==> src/rtl/rxirq_pkg.sv <==
package rxirq_pkg;

    localparam int FIFO_DEPTH    = 16;
    localparam int CNT_W         = $clog2(FIFO_DEPTH + 1);
    localparam int OVS           = 16;
    localparam int TO_CHARS      = 4;
    localparam int MAX_CHAR_BITS = 12;
    localparam int LIMIT_W       = $clog2(TO_CHARS * OVS * MAX_CHAR_BITS + 1);

    typedef logic [CNT_W-1:0]   occ_t;
    typedef logic [LIMIT_W-1:0] tick_t;

    typedef enum logic [1:0] {WLEN_5, WLEN_6, WLEN_7, WLEN_8} wlen_e;
    typedef enum logic [1:0] {TRIG_1, TRIG_4, TRIG_8, TRIG_14} trig_e;

    typedef struct packed {
        wlen_e wlen;
        logic  parity;
        logic  two_stop;
    } frame_cfg_t;

    typedef struct packed {
        logic ready;
        logic avail;
        logic timeout;
    } rx_req_t;

    // start + first stop + 5..8 data + optional parity + optional second stop
    function automatic int frame_bits(frame_cfg_t c);
        return 2 + 5 + int'(c.wlen) + int'(c.parity) + int'(c.two_stop);
    endfunction

    function automatic tick_t timeout_limit(frame_cfg_t c);
        return tick_t'(TO_CHARS * OVS * frame_bits(c));
    endfunction

    function automatic occ_t trig_threshold(trig_e t);
        case (t)
            TRIG_1:  return occ_t'(1);
            TRIG_4:  return occ_t'(4);
            TRIG_8:  return occ_t'(8);
            default: return occ_t'(FIFO_DEPTH - 2);
        endcase
    endfunction

endpackage

==> src/rtl/rx_char_time.sv <==
module rx_char_time
    import rxirq_pkg::*;
(
    input  frame_cfg_t cfg,
    output tick_t      limit
);
    assign limit = timeout_limit(cfg);
endmodule

==> src/rtl/rx_level_track.sv <==
module rx_level_track
    import rxirq_pkg::*;
(
    input  logic  clk,
    input  logic  rst,
    input  logic  en,
    input  occ_t  occ,
    input  logic  push,
    input  trig_e trig,
    output logic  ready_q,
    output logic  avail_q
);
    occ_t thr;
    assign thr = trig_threshold(trig);

    always_ff @(posedge clk) begin
        if (rst) begin
            ready_q <= 1'b0;
            avail_q <= 1'b0;
        end else begin
            if (push)
                ready_q <= 1'b1;
            else if (occ == '0)
                ready_q <= 1'b0;
            avail_q <= en && (occ >= thr);
        end
    end


    ready_set_chk: assert property (@(posedge clk) disable iff (rst)
        push |=> ready_q);

    avail_on_chk: assert property (@(posedge clk) disable iff (rst)
        (en && occ >= thr) |=> avail_q);

    avail_off_chk: assert property (@(posedge clk) disable iff (rst)
        (occ < thr) |=> !avail_q);

    avail_gate_chk: assert property (@(posedge clk) disable iff (rst)
        !en |=> !avail_q);
endmodule

==> src/rtl/rx_timeout_ctr.sv <==
module rx_timeout_ctr
    import rxirq_pkg::*;
(
    input  logic  clk,
    input  logic  rst,
    input  logic  en,
    input  occ_t  occ,
    input  logic  push,
    input  logic  rd,
    input  logic  tick,
    input  tick_t limit,
    output logic  fired_q
);
    tick_t cnt;
    logic  run;
    logic  restart;
    tick_t cnt_inc;

    assign run     = en && (occ != '0);
    assign restart = rd || (push && !fired_q);
    assign cnt_inc = cnt + tick_t'(1);

    always_ff @(posedge clk) begin
        if (rst || !run) begin
            cnt     <= '0;
            fired_q <= 1'b0;
        end else if (restart) begin
            cnt     <= '0;
            fired_q <= 1'b0;
        end else if (tick && cnt < limit) begin
            cnt <= cnt_inc;
            if (cnt_inc == limit)
                fired_q <= 1'b1;
        end
    end


    rd_clear_chk: assert property (@(posedge clk) disable iff (rst)
        rd |=> !fired_q);

    empty_quiet_chk: assert property (@(posedge clk) disable iff (rst)
        (occ == '0) |=> !fired_q);

    push_keep_chk: assert property (@(posedge clk) disable iff (rst)
        (fired_q && push && !rd && run) |=> fired_q);

    to_gate_chk: assert property (@(posedge clk) disable iff (rst)
        !en |=> !fired_q);

    both_clear_chk: assert property (@(posedge clk) disable iff (rst)
        (push && rd) |=> (!fired_q && cnt == '0));
endmodule

==> src/rtl/uart_rx_irq_timer.sv <==
module uart_rx_irq_timer
    import rxirq_pkg::*;
(
    input  logic       clk,
    input  logic       rst,
    input  logic [4:0] fifo_count,
    input  logic       char_push,
    input  logic       cpu_rd,
    input  logic [1:0] trig_sel,
    input  logic [1:0] word_len,
    input  logic       parity_en,
    input  logic       two_stop,
    input  logic       baud_tick,
    input  logic       fifo_en,
    input  logic       rx_ie,
    output logic       data_ready,
    output logic       data_avail_req,
    output logic       timeout_req
);
    frame_cfg_t cfg;
    tick_t      limit;
    rx_req_t    req;
    logic       en;
    occ_t       occ;

    assign cfg = '{wlen: wlen_e'(word_len), parity: parity_en, two_stop: two_stop};
    assign en  = fifo_en && rx_ie;
    assign occ = occ_t'(fifo_count);

    rx_char_time u_ct (
        .cfg   (cfg),
        .limit (limit)
    );

    rx_level_track u_lvl (
        .clk     (clk),
        .rst     (rst),
        .en      (en),
        .occ     (occ),
        .push    (char_push),
        .trig    (trig_e'(trig_sel)),
        .ready_q (req.ready),
        .avail_q (req.avail)
    );

    rx_timeout_ctr u_to (
        .clk     (clk),
        .rst     (rst),
        .en      (en),
        .occ     (occ),
        .push    (char_push),
        .rd      (cpu_rd),
        .tick    (baud_tick),
        .limit   (limit),
        .fired_q (req.timeout)
    );

    assign data_ready     = req.ready;
    assign data_avail_req = req.avail;
    assign timeout_req    = req.timeout;


    push_restart_chk: assert property (@(posedge clk) disable iff (rst)
        (char_push && !timeout_req) |=> !timeout_req);
endmodule

==> config.mk <==
export PLATFORM = sky130hd
export DESIGN_NAME = uart_rx_irq_timer
export DESIGN_NICKNAME = d
export VERILOG_FILES = /design/src/rtl/rxirq_pkg.sv /design/src/rtl/rx_char_time.sv /design/src/rtl/rx_level_track.sv /design/src/rtl/rx_timeout_ctr.sv /design/src/rtl/uart_rx_irq_timer.sv
export SDC_FILE = /design/constraint.sdc
export NUM_CORES = 1
export LEC_CHECK = 0
export CORE_MARGIN = 2
export CORE_UTILIZATION = 62
export DETAILED_ROUTE_END_ITERATION = 16
export DONT_BUFFER_PORTS = 1
export PLACE_DENSITY = 0.9
export SLEW_MARGIN = 20
export SYNTH_ARGS = -nofsm -noshare
export SYNTH_HDL_FRONTEND = slang
export SYNTH_SLANG_ARGS = --single-unit
==> constraint.sdc <==
create_clock -name clk -period 3.19 [get_ports clk]
set_input_delay 0.319 -clock clk [delete_from_list [all_inputs] [get_ports clk]]
set_output_delay 0.319 -clock clk [all_outputs]
set_load 0.01 [all_outputs]
Word level (Yosys, flattened, before mapping)

Cells that the tools add are included.

Mux-type cells: 3
Reduce and logical (&&, ||, !) cells: 15
Equal/unequal tests: 3
Add/sub/neg operators: 4
Magnitude comparators: 2

Operators by type and width:

| operator                | number |
|---|---|
| $pmux W4 S3             | 1 |
| $add A10 B1 Y10 const B | 1 |
| $eq A10 B10 Y1          | 1 |
| $lt A10 B10 Y1          | 1 |
| $add A4 B2 Y4           | 2 |
| $ge A5 B4 Y1            | 1 |
| $logic_and A1 B1 Y1     | 5 |
| $logic_not A5 Y1        | 1 |
| $reduce_bool A5 Y1      | 1 |
| $add A3 B2 Y4 const A   | 1 |
| $eq A2 B1 Y1 const B    | 1 |
| $eq A2 B2 Y1 const B    | 1 |
| $logic_not A1 Y1        | 2 |
| $logic_not A2 Y1        | 1 |
| $logic_or A1 B1 Y1      | 2 |
| $mux W1                 | 2 |
| $reduce_and A2 Y1       | 1 |
| $reduce_bool A2 Y1      | 1 |
| $reduce_or A2 Y1        | 1 |

Word-level logic and storage cells: 31
Register bits: 13
Output and inout bits: 3

Logic depth before layout (Yosys ltp)

Gate-level depths: netlist of run 1.

Depth after elaboration: 6
Mapped depth: 14

Hierarchy

Synthesis of run 1 repeated with hierarchy kept, for this count alone.

Cell total of the unflattened synthesis: 175
Area total of the unflattened synthesis: 1410.1 sq um

By module, submodules not included:

| module            | area an instance (sq um) | seq. area each (sq um) | instances | cells each |
|---|---|---|---|---|
| rx_timeout_ctr    | 1073.5                   | 220.2                  | 1         | 133 |
| rx_level_track    | 173.9                    | 40.0                   | 1         | 22 |
| rx_char_time      | 156.4                    | 0.0                    | 1         | 19 |
| uart_rx_irq_timer | 6.3                      | 0.0                    | 1         | 1 |

Worst setup path after synthesis of run 1

OpenSTA, ideal clock, no wires.

Path type: input -> register
From: input word_len[0]
To: register u_to.cnt[8]
Buffers on the path: 1
Path slack: 300 ps
Arrival time: 2773 ps
Cell stages on the path: 13
Data required time: 3073 ps
Path through: inv_1 -> ha_1 -> inv_1 -> ha_1 -> inv_1 -> fa_1 -> ha_1 -> or4b_1 -> a21o_1 -> buf_6 -> a211oi_2 -> xnor2_1 -> nor2_2

Longest elaborated chain between the ends: 5

Ends and longest elaborated chain:

| item                       | RTL line                | RTL |
|---|---|---|
| start, declared            | uart_rx_irq_timer.sv:10 | `input logic [1:0] word_len,` |
| $add A3 B2 Y4              | rxirq_pkg.sv:30         | `return 2 + 5 + int'(c.wlen) + int'(c.parity) + int'(c.two_stop);` |
| $add A4 B2 Y4 (2 in a row) | rxirq_pkg.sv:30         |  |
| $lt A10 B10 Y1             | rx_timeout_ctr.sv:30    | `end else if (tick && cnt < limit) begin` |
| $logic_and A1 B1 Y1        | rx_timeout_ctr.sv:30    |  |
| end signal, assigned       | rx_timeout_ctr.sv:31    | `cnt <= cnt_inc;` |
| end, declared              | rx_timeout_ctr.sv:14    | `tick_t cnt;` |

No other way between the ends.
A chain may end at the register's enable or synchronous reset.

Worst setup path after layout of run 1

From: input word_len[0]
To: register u_to.cnt[5]

Same word-level chain as after synthesis.

==> results.py, run 1 <==
metrics = {
    "place": {
        "portBuffers": 0,
        "dp_cells": 143,
        "gp_congestion": 0.807,
        "detailedPlacementHpwl_microns": 1690,
    },
    "detailed_routing": {
        "wl_met2_microns": 1020,
        "drt_iter0_markers": 16,
        "drt-vias-per-instance": 6.22,
        "ant_nets": 0,
        "wl_microns": 2090,
        "route.detailed.drc": 0,
        "vias": 914,
        "top_layer": "met4",
        "route.met3.wl_microns": 120,
        "drt-pass1-iter-count": 4,
        "wl_met1_microns": 924,
        "wl_per_cell_microns": 14.2,
    },
    "sta": {
        "timing.final.crit_share": 0.866,
        "fmax_ghz": 0.362,
        "max_slew_margin": 0.719,
        "finalClockSkew_ns": 0.00653,
        "tightest_slew_ns": 0.421,
        "min_period_ns": 2.76,
        "rsz0062_at_grt": "false",
        "setup_violations": 0,
        "setup_tns_ns": 0,
        "finalHoldViolations": 0,
        "slew_viol_final": 0,
    },
    "run_status": {
        "outcome": "complete, no violations",
    },
    "synth": {
        "synth_area_sq_mm": 0.00109,
        "avgSynthCellArea_sq_um": 8.33,
        "synth_seq_cells": 13,
        "ys_types": 39,
        "syn-num-nets": 162,
        "seq_area_frac_synth": 0.239,
        "syn_inst": 131,
        "synth_warnings": 0,
    },
    "worst_setup_path": {
        "worst-path-max-fanout": 10,
        "critPathKind": "in2reg",
        "crit_buf_inv": 3,
        "crit_slowest_cell": "or4b_1",
        "crit_path_start_kind": "input pin",
        "cp_cell_sequence": "inv_1, ha_1, inv_1, ha_1, inv_1, fa_1, xnor2_1, ha_1, or4b_1, a21o_1, a21oi_1, xnor2_1, nor2_1",
        "required_ns": 3.35,
        "setup.worst_path.end_class": "flip-flop",
        "cpPeakStageDelay_ns": 0.46,
        "critical_path.top_delay_family": "adder cells",
        "critPathArrivalTime_ns": 2.93,
    },
    "pwr": {
        "power_leakage_uw": 0.000425,
        "p_clk_frac": 0.308,
        "p_comb_frac": 0.195,
        "swShare": 0.278,
        "p_per_area_mw_per_mm2": 299,
        "p_int_uw": 240,
        "sequentialPowerShare": 0.498,
        "p_sw_uw": 92.5,
        "vdd_drop_max_uv": 261,
    },
    "global_route": {
        "first_global_vias": 871,
        "gr-total-overflow": 0,
        "grt_start_max_net_pins": 11,
        "grt_pass1_wl_microns": 3490,
        "track_usage": 0.229,
        "antenna_found_initial": 0,
    },
    "clock_network": {
        "h-tree-depth": 1,
        "clock-root-buffer": "clkbuf_4",
        "cts_hold_buf": 0,
        "clock-sinks": 13,
        "cts_resized": 0,
        "clk_pin_slew_ns": 0.08,
        "cts_inserted_buffers": 3,
        "postCtsSetupBuffers": 0,
        "clock_latency_ns": 0.28,
        "cts_tree": "yes",
        "clockBufferDepth": 2,
    },
    "layout": {
        "stdcell_count": 147,
        "multi_input_area_sq_um": 763,
        "area.growth.synth_to_final_pct": 1.95,
        "nFillCells": 146,
        "diodes": 0,
        "fin_util": 0.659,
        "drive_above_1_share": 0.100,
        "register_area_sq_um": 260,
        "num-nets-final": 162,
    },
    "die": {
        "die_x_microns": 46.0,
        "start_util": 0.646,
        "die_h_microns": 46.0,
        "row_count": 15,
        "dieArea_sq_mm": 0.00211,
        "io-pin-count": 21,
        "core_sq_mm": 0.00169,
    },
    "hold_path": {
        "min_path_type": "in2reg",
    },
    "job": {
        "maxCapViolations": 0,
    },
}
-- worst register-to-register path, stage by stage (launching register included) --
cell and delay (ns):
dfxtp_1 0.47, ha_1 0.28, nand4_1 0.37, a31o_2 0.36, a211oi_1 0.23, o2111ai_1 0.17
o31ai_2 0.20
-- path summary, 6_finish.rpt --
path	startpoint	end	slack [ns]	depth (start not counted)
worst min-delay path	rst	u_lvl.ready_q	0.1	1
worst max-delay path	word_len[0]	u_to.cnt[5]	0.43	13
worst max register to register	u_to.cnt[0]	u_to.fired_q	1.04	6
worst min register to register	u_to.fired_q	u_to.fired_q	0.54	2
-- power groups by stage --
stage,clock network [uW],logic (uW),registers [uW]
after floorplan,0,54.4,169
after global placement,0,60.6,169
after detailed placement,0,65.2,169
after CTS,107,65.5,166
after global routing,113,74.1,166
final,102,64.7,166
-- layout make-up --
cell class                 instances  share of cell area
multi-input combinational        103               0.686
inverter                           9              0.0304
timing repair buffer               1             0.00675
tap                               17              0.0191
sequential                        13               0.234
clock buffer                       4              0.0236
-- metrics by stage --
step	area [sq um]	total power (uW)	setup slack [ns]	hold slack, ns
floorplan	1090	224	0.300	0.391
global placement	1090	230	0.241	0.397
detailed placement	1090	235	0.151	0.398
CTS	1110	338	0.425	0.0986
global route	1110	353	0.205	0.0938
finish	1110	332	0.428	0.0992
-- placed cells by master (no fill, tap or decap), types with 3 or more instances in the layout --
cell	instances
a211oi_2	3
a21oi_1	9
clkbuf_4	3
dfxtp_1	13
ha_1	12
inv_1	9
nand2_1	6
nand3_1	5
nand3b_1	4
nor2_1	12
nor2_2	3
o21ai_0	4
xnor2_1	13
xor2_1	3
-- state kept, by name, indices dropped and copies added (netlist names) --
signal and count:
u_lvl.avail_q 1, u_to.fired_q 1, u_lvl.ready_q 1, u_to.cnt 10
-- cells in the mapped netlist (all sizes together) --
cell type  number  area share
buf             4       0.024
fa              1       0.018
mux2i           1      0.0092
nor2           15       0.058
a22oi           1      0.0069
inv             9       0.031
nand2b          2       0.011
nor3            2      0.0092
and2            2       0.011
a21o            1      0.0069
and4            1      0.0080
xnor2          13        0.10
a21oi           9       0.041
dfxtp          13        0.24
or4             2       0.014
clkbuf          2      0.0069
a21bo           1      0.0092
o2111ai         1      0.0080
nand2           6       0.021
nor2b           2       0.011
a211oi          4       0.041
a31oi           1      0.0057
and3            1      0.0057
ha             12        0.14
o21ai           4       0.018
nor4            1      0.0057
nand3b          4       0.028
nand3           5       0.023
or4b            1      0.0092
nand4           2       0.011
a31o            1      0.0080
xor2            3       0.024
nor3b           1      0.0069
a41oi           1      0.0080
a21boi          1      0.0069
o31ai           1       0.011
-- cells by family (layout without fill, tap and decap cells) --
group | count (synthesis) | count (layout) | synth area share
simple gates | 47 | 47 | 0.234
compound gates | 26 | 26 | 0.172
xor+xnor | 16 | 16 | 0.128
buf+inv | 15 | 14 | 0.0619
fa+ha+maj | 13 | 13 | 0.156
flops | 13 | 13 | 0.239
mux | 1 | 1 | 0.00917
-- routing by layer --
layer | track usage | up-vias
li1 | - | 456
met1 | 0.247 | 420
met2 | 0.414 | 32
met3 | 0.0675 | 6
met4 | 0.0857 | 0
met5 | 0 | -
Note: power is estimated with default switching activity, not from simulation.
==> run 2, diff against run 1 <==
- ABC_AREA: default -> 1
==> run 2 against run 1 <==
Clock-buffer cell count unchanged; worst hold slack gained 0.0037 ns; core utilization increased by 1.4 points; die area rose by 0.83%; combinational power down 17%; total power fell by 2.4%; clock skew about the same; critical path type unchanged; critical endpoint is now u_to.cnt[0]; largest cell class unchanged.
==> results.py, run 2 <==
metrics = {
    "clock_network": {
        "cts_inserted_buffers": 3,
        "cts_resized": 0,
        "h-tree-depth": 1,
        "clock-sinks": 13,
        "cts_hold_buf": 0,
        "clk_pin_slew_ns": 0.08,
        "clock-root-buffer": "clkbuf_4",
        "clockBufferDepth": 2,
        "postCtsSetupBuffers": 0,
        "clock_latency_ns": 0.28,
        "cts_tree": "yes",
    },
    "sta": {
        "min_period_ns": 2.43,
        "slew_viol_final": 0,
        "finalClockSkew_ns": 0.00671,
        "setup_tns_ns": 0,
        "rsz0062_at_grt": "false",
        "tightest_slew_ns": 0.375,
        "fmax_ghz": 0.412,
        "finalHoldViolations": 0,
        "timing.final.crit_share": 0.762,
        "setup_violations": 0,
        "max_slew_margin": 0.749,
    },
    "pwr": {
        "p_per_area_mw_per_mm2": 286,
        "p_clk_frac": 0.322,
        "swShare": 0.280,
        "power_uw": 325,
        "power_leakage_uw": 0.000510,
        "p_sw_uw": 90.8,
        "vdd_drop_max_uv": 203,
        "p_int_uw": 234,
        "sequentialPowerShare": 0.513,
        "p_comb_frac": 0.165,
    },
    "synth": {
        "synth_common_cells": "nand2_1 (37), inv_1 (27), nand3_1 (15), nor2_1 (15), dfxtp_1 (13)",
        "syn_inst": 166,
        "seq_area_frac_synth": 0.236,
        "syn-num-nets": 197,
        "yosysMostFrequentCell": "nand2_1",
        "synth_top_area_share": 0.236,
        "synthArstFlopShare": 0,
        "yosys.area.top_type": "dfxtp_1",
        "synth_warnings": 0,
        "synth_area_leaders": "dfxtp_1 (24%), ha_1 (14%), nand2_1 (13%)",
        "synth_seq_cells": 13,
        "synth_area_sq_mm": 0.00110,
        "avgSynthCellArea_sq_um": 6.63,
        "synth_edf_count": 0,
        "ys_types": 24,
        "synth-main-ff-cell": "dfxtp_1",
    },
    "layout": {
        "area.growth.synth_to_final_pct": 3.18,
        "diodes": 0,
        "layout_commonest_cell": "nand2_1",
        "largest_register_ffs": 10,
        "num-nets-final": 200,
        "largest-register": "u_to.cnt",
        "nFillCells": 154,
        "fin_area_sq_mm": 0.00114,
        "drive_above_1_share": 0.107,
        "most-common-layout-cells": "nand2_1 (37), inv_1 (27), nand3_1 (15), nor2_1 (15), dfxtp_1 (13)",
    },
    "place": {
        "placed_area_sq_mm": 0.00111,
        "gp_congestion": 0.895,
        "detailedPlacementHpwl_microns": 1880,
        "portBuffers": 0,
    },
    "detailed_routing": {
        "wl_per_cell_microns": 12.1,
        "vias": 1022,
        "drt_iter0_markers": 26,
        "route.detailed.drc": 0,
        "wl_microns": 2240,
        "drt-pass1-iter-count": 4,
        "ant_nets": 0,
        "drt-vias-per-instance": 5.52,
    },
    "global_route": {
        "grt_pass1_wl_microns": 3820,
        "first_global_vias": 942,
        "antenna_found_initial": 0,
        "gr-total-overflow": 0,
        "grt_start_max_net_pins": 13,
        "track_usage": 0.255,
    },
    "worst_setup_path": {
        "reg2reg_setup_slack_ns": 1.52,
        "critical_path.top_delay_family": "adder cells",
        "rr_worst_depth": 11,
        "crit_slowest_cell": "fa_1",
        "setup.worst_path.end_class": "flip-flop",
        "cp_cell_sequence": "inv_1, ha_1, inv_1, ha_1, inv_1, fa_1, xnor2_1, ha_1, nand2_1, inv_1, nand2_1, nand3_1, o21ai_0, a21oi_1",
        "critPathKind": "in2reg",
        "critPathArrivalTime_ns": 2.58,
        "cpPeakStageDelay_ns": 0.40,
        "crit_top_cell": "inv_1",
        "crit_buf_inv": 4,
        "cp.depth": 14,
        "crit_path_start_kind": "input pin",
        "required_ns": 3.35,
        "worst-path-max-fanout": 12,
    },
    "job": {
        "maxCapViolations": 0,
    },
    "hold_path": {
        "min_path_type": "in2reg",
        "min_path_cells": 1,
    },
    "run_status": {
        "outcome": "complete, no violations",
    },
    "die": {
        "start_util": 0.652,
        "row_count": 15,
        "die_h_microns": 46.1,
        "io-pin-count": 21,
        "dieArea_sq_mm": 0.00213,
        "core_sq_mm": 0.00169,
        "die_x_microns": 46.1,
    },
}
run 2: final timing paths:
check	startpoint	endpoint
max	word_len[0]	u_to.cnt[0]
min	rst	u_lvl.ready_q
max reg2reg	u_to.cnt[1]	u_to.fired_q
min reg2reg	u_to.cnt[9]	u_to.cnt[9]
run 2: cell type report:
class / instances / area [sq um] / share of cell area
multi-input cells: 123 / 723 / 0.637
flip-flops and latches: 13 / 260 / 0.229
inverters: 28 / 105 / 0.0925
clock buffers: 4 / 26.3 / 0.0231
well taps: 17 / 21.3 / 0.0187
run 2: metal layers:
layer  wire (microns)  track usage
met4               10       0.0743
met2             1180        0.444
met5                0            0
met1              941        0.287
met3              108       0.0941
run 2: stage by stage:
stage	std cells	hold slack, ns	util	setup slack [ns]
after floorplan	166	0.391	-	0.695
after global placement	181	0.393	0.657	0.549
after detailed placement	181	0.395	0.657	0.448
after CTS	185	0.0952	0.673	0.750
after global routing	185	0.0891	0.673	0.466
final	185	0.103	0.673	0.761
run 2: worst register-to-register path, stage by stage, from the launching register on:
cell and delay, ns:
dfxtp_1 0.42, ha_1 0.31, nand2_2 0.11, nor2_2 0.12, nand2_1 0.08, nand2_1 0.08
nand2_1 0.07, nand2_1 0.07, nand3_1 0.08, nor2_1 0.11, nand2_1 0.07, a21oi_2 0.10
run 2: power by group through the flow:
stage | sequential, uW | clock [uW] | combinational (uW)
floorplan | 170 | 0 | 42.7
global placement | 170 | 0 | 49.3
detailed placement | 170 | 0 | 54.1
CTS | 166 | 107 | 54.0
global route | 167 | 114 | 64.3
finish | 166 | 105 | 53.6
run 2: logic make-up after synthesis:
logic type,count (synthesis),share of synthesized area
flops,13,0.236
buf+inv,30,0.107
xor+xnor,3,0.0239
compound gates,26,0.128
fa+ha+maj,13,0.155
simple gates,81,0.350
